## src/rtl/ea_pkg.sv

```systemverilog
// Shared types and flag positions for the operand address resolver.
// Positions are counted from the most significant bit of the word.
package ea_pkg;
    typedef enum logic [2:0] {
        MODE_DIRECT,
        MODE_INDEXED,
        MODE_INDIRECT,
        MODE_IDX_IND,
        MODE_IMM
    } ea_mode_e;

    typedef enum logic {
        ST_IDLE,
        ST_WAIT
    } ea_state_e;

    localparam int LIT_FLAG_POS   = 8;
    localparam int IDX_FLAG_POS   = 9;
    localparam int PTR_FLAG_POS   = 10;
    localparam int LIT_START_POS  = 9;
    localparam int FIELD_START_POS = 11;
    localparam int OPCODE_W       = 8;
endpackage

```

## src/rtl/ea_mode_decode.sv

```systemverilog
// Mode decoder: splits an instruction word into the addressing mode,
// the address field and the zero-extended literal.
// Assumes: flag positions from ea_pkg, counted from the MSB; the literal
// flag overrides the other two.
module ea_mode_decode
    import ea_pkg::*;
#(
    parameter int WORD_W = 24,
    localparam int FIELD_W = WORD_W - FIELD_START_POS,
    localparam int LIT_W   = WORD_W - LIT_START_POS
) (
    input  logic [WORD_W-1:0]  instr,
    output ea_mode_e           mode,
    output logic [FIELD_W-1:0] field,
    output logic [WORD_W-1:0]  literal,
    output logic               needs_read,
    output logic               uses_index
);
    localparam int BIT_LIT = WORD_W - 1 - LIT_FLAG_POS;
    localparam int BIT_IDX = WORD_W - 1 - IDX_FLAG_POS;
    localparam int BIT_PTR = WORD_W - 1 - PTR_FLAG_POS;

    logic unused_opcode;
    assign unused_opcode = ^instr[WORD_W-1 -: OPCODE_W];

    // Pick the mode; literal flag takes priority over index and pointer.
    always_comb begin
        if (instr[BIT_LIT]) begin
            mode = MODE_IMM;
        end else begin
            unique case ({instr[BIT_IDX], instr[BIT_PTR]})
                2'b00:   mode = MODE_DIRECT;
                2'b10:   mode = MODE_INDEXED;
                2'b01:   mode = MODE_INDIRECT;
                default: mode = MODE_IDX_IND;
            endcase
        end
    end

    // Derive the per-mode control flags.
    always_comb begin
        needs_read = (mode == MODE_INDIRECT) || (mode == MODE_IDX_IND);
        uses_index = (mode == MODE_INDEXED)  || (mode == MODE_IDX_IND);
    end

    // Extract the address field and zero-fill the literal.
    always_comb begin
        field   = instr[FIELD_W-1:0];
        literal = {{(WORD_W-LIT_W){1'b0}}, instr[LIT_W-1:0]};
    end

    always_comb begin
        if (instr[BIT_LIT]) begin
            a_lit_override_r1: assert (mode == MODE_IMM && !needs_read);
        end
    end
endmodule

```

## src/rtl/ea_index_add.sv

```systemverilog
// Index adder: optionally adds the low bits of the index register to the
// address field, wrapping at the field width.
// Assumes: index bits above the field width are irrelevant.
module ea_index_add #(
    parameter int WORD_W  = 24,
    parameter int FIELD_W = 13
) (
    input  logic [FIELD_W-1:0] field,
    input  logic [WORD_W-1:0]  x_val,
    input  logic               use_index,
    output logic [FIELD_W-1:0] addr
);
    logic unused_x_hi;
    assign unused_x_hi = ^x_val[WORD_W-1:FIELD_W];

    // Form the wrapped sum, or pass the field through.
    always_comb begin
        if (use_index) begin
            addr = field + x_val[FIELD_W-1:0];
        end else begin
            addr = field;
        end
    end
endmodule

```

## src/rtl/ea_bound_check.sv

```systemverilog
// Bound checker: flags whether an address falls inside the memory.
// Assumes: MEM_DEPTH does not exceed 2**FIELD_W.
module ea_bound_check #(
    parameter int FIELD_W   = 13,
    parameter int MEM_DEPTH = 1024
) (
    input  logic [FIELD_W-1:0] addr,
    output logic               in_range
);
    localparam logic [FIELD_W:0] LIMIT = (FIELD_W+1)'(MEM_DEPTH);

    // Compare against the memory size with one spare bit of headroom.
    always_comb begin
        in_range = ({1'b0, addr} < LIMIT);
    end
endmodule

```

## src/rtl/ea_unit.sv

```systemverilog
// Operand address resolver, top level.
// Resolves a literal or an effective address from an instruction word.
// Pointer modes run a request/valid read for the pointer word.
// Assumes: the read port keeps mem_rd_data valid in the cycle mem_rd_valid
// is high; start is only honoured while idle.
module ea_unit
    import ea_pkg::*;
#(
    parameter int WORD_W    = 24,
    parameter int MEM_DEPTH = 1024,
    localparam int ADDR_W   = $clog2(MEM_DEPTH)
) (
    input  logic              clk,
    input  logic              rst_n,
    input  logic              start,
    input  logic [WORD_W-1:0] instr,
    input  logic [WORD_W-1:0] x_reg,
    output logic              mem_rd_req,
    output logic [ADDR_W-1:0] mem_rd_addr,
    input  logic              mem_rd_valid,
    input  logic [WORD_W-1:0] mem_rd_data,
    output logic              done,
    output logic              is_imm,
    output logic [WORD_W-1:0] value,
    output logic              addr_err
);
    localparam int FIELD_W = WORD_W - FIELD_START_POS;

    ea_mode_e           dec_mode;
    logic [FIELD_W-1:0] dec_field;
    logic [WORD_W-1:0]  dec_lit;
    logic               dec_needs_read;
    logic               dec_uses_index;
    logic [FIELD_W-1:0] ea;
    logic               ea_ok;
    logic [FIELD_W-1:0] fin;
    logic               fin_ok;

    ea_state_e          state_q;
    logic               req_q;
    logic [ADDR_W-1:0]  addr_q;
    logic               done_q;
    logic               err_q;
    logic               imm_q;
    logic [WORD_W-1:0]  value_q;

    logic unused_rd_hi;
    assign unused_rd_hi = ^mem_rd_data[WORD_W-1:FIELD_W];

    ea_mode_decode #(.WORD_W(WORD_W)) u_dec (
        .instr      (instr),
        .mode       (dec_mode),
        .field      (dec_field),
        .literal    (dec_lit),
        .needs_read (dec_needs_read),
        .uses_index (dec_uses_index)
    );

    ea_index_add #(.WORD_W(WORD_W), .FIELD_W(FIELD_W)) u_add (
        .field     (dec_field),
        .x_val     (x_reg),
        .use_index (dec_uses_index),
        .addr      (ea)
    );

    ea_bound_check #(.FIELD_W(FIELD_W), .MEM_DEPTH(MEM_DEPTH)) u_chk_ea (
        .addr     (ea),
        .in_range (ea_ok)
    );

    // The pointer word's low bits form the final address.
    always_comb begin
        fin = mem_rd_data[FIELD_W-1:0];
    end

    ea_bound_check #(.FIELD_W(FIELD_W), .MEM_DEPTH(MEM_DEPTH)) u_chk_fin (
        .addr     (fin),
        .in_range (fin_ok)
    );

    // Sequencer: launch on start, wait for the pointer word, strobe done.
    always_ff @(posedge clk) begin
        if (!rst_n) begin
            state_q <= ST_IDLE;
            req_q   <= 1'b0;
            addr_q  <= '0;
            done_q  <= 1'b0;
            err_q   <= 1'b0;
            imm_q   <= 1'b0;
            value_q <= '0;
        end else begin
            done_q <= 1'b0;
            err_q  <= 1'b0;
            unique case (state_q)
                ST_IDLE: begin
                    if (start) begin
                        if (dec_mode == MODE_IMM) begin
                            done_q  <= 1'b1;
                            imm_q   <= 1'b1;
                            value_q <= dec_lit;
                        end else if (dec_needs_read && ea_ok) begin
                            state_q <= ST_WAIT;
                            req_q   <= 1'b1;
                            addr_q  <= ea[ADDR_W-1:0];
                        end else begin
                            done_q  <= 1'b1;
                            imm_q   <= 1'b0;
                            err_q   <= !ea_ok;
                            value_q <= {{(WORD_W-FIELD_W){1'b0}}, ea};
                        end
                    end
                end
                default: begin
                    if (mem_rd_valid) begin
                        state_q <= ST_IDLE;
                        req_q   <= 1'b0;
                        done_q  <= 1'b1;
                        imm_q   <= 1'b0;
                        err_q   <= !fin_ok;
                        value_q <= {{(WORD_W-FIELD_W){1'b0}}, fin};
                    end
                end
            endcase
        end
    end

    // Drive the ports from the registered state.
    always_comb begin
        mem_rd_req  = req_q;
        mem_rd_addr = addr_q;
        done        = done_q;
        addr_err    = err_q;
        is_imm      = imm_q;
        value       = value_q;
    end

    p_reset_quiet_r10: assert property (@(posedge clk)
        !rst_n |=> !done && !addr_err && !mem_rd_req);

    p_fast_done_r3: assert property (@(posedge clk) disable iff (!rst_n)
        (state_q == ST_IDLE && start && !dec_needs_read) |=> done && !mem_rd_req);

    p_lit_clean_r2: assert property (@(posedge clk) disable iff (!rst_n)
        (done && is_imm) |-> !addr_err);

    p_req_hold_r5: assert property (@(posedge clk) disable iff (!rst_n)
        (mem_rd_req && !mem_rd_valid) |=> mem_rd_req && $stable(mem_rd_addr) && !done);

    p_done_after_valid_r5: assert property (@(posedge clk) disable iff (!rst_n)
        (mem_rd_req && mem_rd_valid) |=> done && !mem_rd_req && !is_imm);

    p_err_with_done_r7: assert property (@(posedge clk) disable iff (!rst_n)
        addr_err |-> done);

    p_no_oob_read_r8: assert property (@(posedge clk) disable iff (!rst_n)
        (state_q == ST_IDLE && start && dec_needs_read && !ea_ok)
        |=> done && addr_err && !mem_rd_req);

    p_busy_ignore_r9: assert property (@(posedge clk) disable iff (!rst_n)
        (mem_rd_req && !mem_rd_valid && start) |=> $stable(mem_rd_addr));
endmodule

```

## config.mk

```make
export PLATFORM = sky130hd
export DESIGN_NAME = ea_unit
export DESIGN_NICKNAME = d
export VERILOG_FILES = /design/src/rtl/ea_pkg.sv /design/src/rtl/ea_mode_decode.sv /design/src/rtl/ea_index_add.sv /design/src/rtl/ea_bound_check.sv /design/src/rtl/ea_unit.sv
export SDC_FILE = /design/constraint.sdc
export NUM_CORES = 1
export LEC_CHECK = 0
export BUFFER_PORTS_ARGS = -buffer_cell sky130_fd_sc_hd__buf_2
export CELL_PAD_IN_SITES_DETAIL_PLACEMENT = 1
export CELL_PAD_IN_SITES_GLOBAL_PLACEMENT = 2
export CORE_UTILIZATION = 25
export CTS_CLUSTER_SIZE = 12
export DETAILED_ROUTE_END_ITERATION = 10
export PLACE_DENSITY = 0.82
export SLEW_MARGIN = 20
export SYNTH_ARGS = -nofsm -noshare
export SYNTH_HDL_FRONTEND = slang
export SYNTH_SLANG_ARGS = --single-unit
```

## constraint.sdc

```tcl
create_clock -name clk -period 4.5 [get_ports clk]
set_input_delay 0.9 -clock clk [delete_from_list [all_inputs] [get_ports clk]]
set_output_delay 0.9 -clock clk [all_outputs]
set_load 0.01 [all_outputs]
```

==> flow_summary_export.csv, run 1 <==
group,metric,value,unit
clock_tree,cts_buffers,5,
routing,firstDrtPassIters,8,
logic_synthesis,synthCells,274,
sta,hold_viol,0,
status,status,"finished, violations left",
layout,layout_common_cells,"buf_2 (74), nand2_1 (54), dfxtp_1 (30)",
die,start_util,26.1,%
logic_synthesis,yosys_warnings,0,
power_and_ir_drop,total_power,717,uW
power_and_ir_drop,max-vdd-ir-drop,0.0821,mV
global_routing,use_met1,16.8,%
clock_tree,cts_resized,0,
global_routing,grt_pass1_vias,2086,
place,hpwlAfterDp,5.10,mm
die,core,8810,um^2
setup_path,start_kind,"primary input",
global_routing,antenna_found_initial,0,
die,rows,34,
logic_synthesis,synth_cell_types,56,
sta,drv_slew,0,
setup_path,slowest_delay,0.47,ns
worst_hold_path,hp-class,"flip-flop to flip-flop",
setup_path,path_max_fanout,12,
die,die_w,97.9,um
global_routing,grt.total_usage,13.2,%
setup_path,critPathCaptureType,"flip-flop",
routing,vias,2103,
place,gp_congestion,0.773,
layout,antenna_cells,0,
status,failed_checks,"design-rule violations",
sta,max_freq,276,MHz
layout,multi_input_area,1510,um^2
place,io_buffers,74,
global_routing,met2_usage,21.7,%
global_routing,grt_pass1_wl,10.0,mm
global_routing,grt_max_degree,50,
clock_tree,clkSinkCount,30,
logic_synthesis,synth_edf_count,0,
power_and_ir_drop,p_leak,0.00135,uW
global_routing,grtUsageMet3,3.01,%
logic_synthesis,ys_seq_area_share,26.1,%
setup_path,path_cells,"buf_2, ha_1, inv_1, fa_1, nand2b_1, a21o_1, a21oi_2, o211a_1, o21ai_0, and4bb_1, nand4_4, mux2_2",
setup_path,required,4.67,ns
clock_tree,cts_setup_buffers,0,
die,pin_count,114,
logic_synthesis,syn_area_per_cell,8.40,um^2
sta,rsz0062_at_grt,"false",
layout,fin_nets,430,
clock_tree,htree_levels,2,
routing,drcViolationCount,7,
die,die_area,9590,um^2
routing,vias_per_cell,4.67,
routing,avgRoutedWirePerCell,13.9,um
layout,layout-drive-gt1-share,29.5,%
setup_path,cp.arrival,3.80,ns
layout,filler_cell_count,1081,
routing,antenna_left,0,
clock_tree,cts_hold_buf,0,
clock_tree,clock-root-buffer,"clkbuf_8",
clock_tree,path_clk_slew,0.07,ns
sta,tns,0,ns
logic_synthesis,ys.flop_type,"dfxtp_1",
sta,final.min_clock_period,3.62,ns
clock_tree,clk_latency,0.28,ns
power_and_ir_drop,power.density,262,nW/um^2
sta,tightest_slew,0.803,ns
setup_path,criticalPathCategory,"primary input to flip-flop",
setup_path,crit_family,"simple AND/OR/NAND/NOR gates",
die,fp.dieH,97.9,um
setup_path,slowest_stage,"and4bb_1",
logic_synthesis,synthArstFlopShare,0,%
sta,finalCritPeriodShare,80.6,%
global_routing,busiest_layer,"met2",
layout,regArea,601,um^2
routing,drt_iter0_markers,68,
setup_path,cp_num_buf_inv,2,
routing,wl,6.27,mm
clock_tree,clock_path_buffers,2,
sta,finalSetupViolations,0,
clock_tree,cts_tree,"done",
layout,final_common_cell,"buf_2",
logic_synthesis,synth_seq_cells,30,
global_routing,grt_overflow,0,
sta,finalClockSkew,0.00552,ns
logic_synthesis,synth_area,2300,um^2
sta,max_slew_margin,46.5,%
layout,area_delta_synth_final,18.9,%
job,cap_violations,0,
==> per-stage QoR <==
stage               area (um^2)  worst slack, ns  util [%]  instances  hold WS [ns]
detailed placement         2650            0.561      30.0        442         0.453
CTS                        2740            0.855      31.1        450         0.461
global route               2740            0.707      31.1        450         0.487
floorplan                  2330             1.10         -        282         0.481
global placement           2650            0.621      30.0        442         0.445
finish                     2740            0.875      31.1        450         0.452
==> state kept, by name, indices dropped and copies added (netlist names) <==
register,flops
value,15
addr_err,1
state_q,1
is_imm,1
mem_rd_req,1
mem_rd_addr,10
done,1
==> metal layers <==
layer	share of wire (%)	vias up	wire, um
met5	0	-	0
met4	1.2	0	78
met3	5.0	6	314
met2	46	52	2890
met1	48	966	2980
li1	-	1079	-
==> tightest hold or removal path: cells and delay by family (launching register included) <==
kind | cells | cell delay (ns)
flops | 1 | 0.30
simple gates | 1 | 0.05
mux | 1 | 0.05
==> cell families after synthesis <==
logic type / Yosys count / synth area share (%)
XOR/XNOR: 8 / 3.05
flip-flops: 30 / 26.1
adder cells (fa/ha/maj): 13 / 7.40
AND/OR/NAND/NOR: 100 / 21.9
other: 1 / 0.163
buffers and inverters: 29 / 9.62
AO/OA/AOI/OAI: 67 / 20.3
multiplexers: 26 / 11.4
==> report_power, final <==
part / total (uW) / internal (uW) / leakage (uW) / switching [uW]
clock: 225 / 123 / 0.0000482 / 101
sequential: 287 / 280 / 0.000245 / 7.00
combinational: 206 / 88.4 / 0.00106 / 118
total: 717 / 491 / 0.00135 / 226
==> final cells by class <==
class	instances	area share (%)
clock buffer	7	3.16
clock inverter	1	0.183
inverter	6	0.823
multi-input combinational	223	55.1
sequential	30	21.9
tap	108	4.94
timing repair buffer	75	13.8
==> synthesized netlist by cell type, drive strengths merged, types with 3 or more instances <==
cell type    number  area (um^2)
ha               12          150
nand2b           10         70.1
nand2            54          203
clkbuf            4         25.0
o21ai            16         83.8
nand3             5         25.0
nand4             3         33.8
o211ai            9         72.6
nor2              9         33.8
buf              14          126
and3              4         27.5
and2              6         37.5
a21o              7         56.3
a21oi            17         92.6
xnor2             3         26.3
mux2i            24          240
inv               6         22.5
dlygate4sd3       3         30.0
dfxtp            30          601
xor2              5         43.8
a31oi             3         18.8
==> final timing paths <==
check | from | end | slack (ns) | cells past startpoint
max | instr[0] | mem_rd_addr[9]$_SDFFE_PN0P_ | 0.88 | 12
min | value[3]$_SDFFE_PN0P_ | value[3]$_SDFFE_PN0P_ | 0.45 | 2
max reg2reg | state_q$_SDFF_PN0_ | value[8]$_SDFFE_PN0P_ | 2.54 | 5
min reg2reg | value[3]$_SDFFE_PN0P_ | value[3]$_SDFFE_PN0P_ | 0.45 | 2
No activity file was read; power rests on OpenSTA's default activity.
==> run 2, diff against run 1 <==
CORE_UTILIZATION = 23   (was 25)
PLACE_DENSITY = 0.8   (was 0.82)
clock period = 3.15 ns   (was 4.5 ns; I/O delays follow)
==> flow_summary_export.csv, run 2 (synthesis gave the netlist of run 1 again) <==
group,metric,value,unit
global_routing,antenna_found_initial,0,
setup_path,path_max_fanout,14,
sta,final.min_clock_period,2.97,ns
sta,max_freq,337,MHz
global_routing,grt_pass1_vias,2186,
setup_path,required,3.36,ns
clock_tree,cts_setup_buffers,0,
routing,vias,2168,
power_and_ir_drop,seq_power_share,37.4,%
layout,final_area,2900,um^2
sta,tns,0,ns
clock_tree,clock_path_buffers,2,
clock_tree,clkSinkCount,30,
layout,final_common_cell,"buf_2",
power_and_ir_drop,power.density,377,nW/um^2
die,core,9730,um^2
routing,drt_iter0_markers,36,
clock_tree,cts_buffers,5,
setup_path,start_kind,"primary input",
place,io_buffers,74,
power_and_ir_drop,pwr-share-clk,33.5,%
layout,filler_cell_count,1206,
setup_path,rr_startpoint,"state_q$_SDFF_PN0_",
clock_tree,htree_levels,2,
die,fp.dieH,102,um
global_routing,grt_pass1_wl,10.6,mm
layout,area_delta_synth_final,25.9,%
layout,layout-drive-gt1-share,32.7,%
global_routing,grt_max_degree,27,
setup_path,critPathCaptureType,"flip-flop",
layout,layout_common_cells,"buf_2 (74), nand2_1 (54), dfxtp_1 (30)",
routing,antenna_left,0,
setup_path,r2r_end,"value[8]$_SDFFE_PN0P_",
layout,antenna_cells,0,
layout,largest_register_ffs,15,
die,die_area,10400,um^2
setup_path,r2r_setup_slack,1.52,ns
place,place_ws,-0.151,ns
sta,rsz0062_at_grt,"false",
power_and_ir_drop,total_power,1090,uW
die,rows,36,
setup_path,startpoint,"instr[0]",
routing,drcViolationCount,0,
routing,avgRoutedWirePerCell,13.5,um
clock_tree,path_clk_slew,0.06,ns
global_routing,grt.total_usage,13.1,%
power_and_ir_drop,max-vdd-ir-drop,0.150,mV
setup_path,cp.arrival,3.17,ns
place,place_area,2790,um^2
sta,hold_viol,0,
power_and_ir_drop,switching_power,331,uW
sta,finalCritPeriodShare,94.2,%
sta,finalClockSkew,0.00779,ns
place,gp_congestion,0.812,
routing,wl,6.60,mm
power_and_ir_drop,comb_power_share,29.1,%
sta,finalSetupViolations,0,
sta,drv_slew,0,
power_and_ir_drop,p_leak,0.00143,uW
die,pin_count,114,
die,start_util,23.6,%
routing,firstDrtPassIters,4,
layout,fin_nets,443,
worst_hold_path,hp-class,"flip-flop to flip-flop",
place,hpwlAfterDp,5.50,mm
setup_path,crit_end,"value[8]$_SDFFE_PN0P_",
global_routing,grt_overflow,0,
clock_tree,clk_latency,0.28,ns
die,die_w,102,um
setup_path,reg2regPathDepth,6,
clock_tree,cts_tree,"done",
clock_tree,clock-root-buffer,"clkbuf_8",
status,status,"finished, final reports clean",
routing,vias_per_cell,4.44,
power_and_ir_drop,p_int,762,uW
setup_path,criticalPathCategory,"primary input to flip-flop",
job,cap_violations,0,
sta,worst_slack,0.182,ns
power_and_ir_drop,swShare,30.3,%
[run 2: cell types whose count changed in the layout (fill, tap and decap cells not counted), sizes merged]
cell	before	now
clkbuf	7	8
buf	75	88
clkinv	1	0
[run 2: power by group through the flow]
| stage | logic (uW) | registers, uW | clock network, uW |
|---|---|---|---|
| finish | 317 | 408 | 366 |
| global route | 355 | 411 | 392 |
| CTS | 321 | 409 | 376 |
| detailed placement | 319 | 417 | 0 |
| global placement | 312 | 417 | 0 |
| floorplan | 208 | 426 | 0 |
[run 2: layout make-up]
type / count / area, um^2 / area share, %
inverters: 6 / 22.5 / 0.778
clock buffers: 8 / 110 / 3.80
repair buffers: 88 / 488 / 16.8
flip-flops and latches: 30 / 601 / 20.7
multi-input cells: 223 / 1510 / 52.1
well taps: 133 / 166 / 5.75
[run 2: timing repair]
| action | CTS | global route |
|---|---|---|
| resized for setup | 0 | 1 |
| hold buffers | 0 | 0 |
| endpoints found under the hold margin | 0 | 0 |
| setup endpoints to repair | 0 | 2 |
[run 2: metal layers]
layer	track usage [%]	up-vias	share of wire [%]
met5	0	-	0
met4	4.95	0	1.7
met3	1.98	10	4.4
met2	21.9	57	47
met1	16.8	992	47
li1	-	1109	-
[run 2: critical path, stage by stage]
cell,delay [ns]
buf_2,0.09
ha_1,0.17
inv_1,0.06
fa_1,0.37
nand2b_1,0.17
a21o_1,0.19
a21oi_2,0.17
o211a_1,0.23
o21ai_0,0.10
and4bb_2,0.39
a31o_1,0.22
buf_12,0.17
mux2i_1,0.20
[run 2: how the worst min path moves through the flow]
stage | from | endpoint | slack, ns | depth (start not counted)
final | value[1]$_SDFFE_PN0P_ | value[1]$_SDFFE_PN0P_ | 0.45 | 2
after global routing | value[12]$_SDFFE_PN0P_ | value[12]$_SDFFE_PN0P_ | 0.48 | 2
after CTS | value[1]$_SDFFE_PN0P_ | value[1]$_SDFFE_PN0P_ | 0.46 | 2
after detailed placement | value[12]$_SDFFE_PN0P_ | value[12]$_SDFFE_PN0P_ | 0.45 | 2
after global placement | value[3]$_SDFFE_PN0P_ | value[3]$_SDFFE_PN0P_ | 0.45 | 2
after floorplan | mem_rd_req$_SDFFE_PN0P_ | mem_rd_req$_SDFFE_PN0P_ | 0.48 | 2
[run 2: metrics by stage]
step	cells	hold slack [ns]	utilization, %
after CTS	488	0.460	29.8
final	488	0.455	29.8
after floorplan	282	0.481	-
after detailed placement	480	0.451	28.6
after global placement	480	0.446	28.6
after global routing	488	0.475	29.8
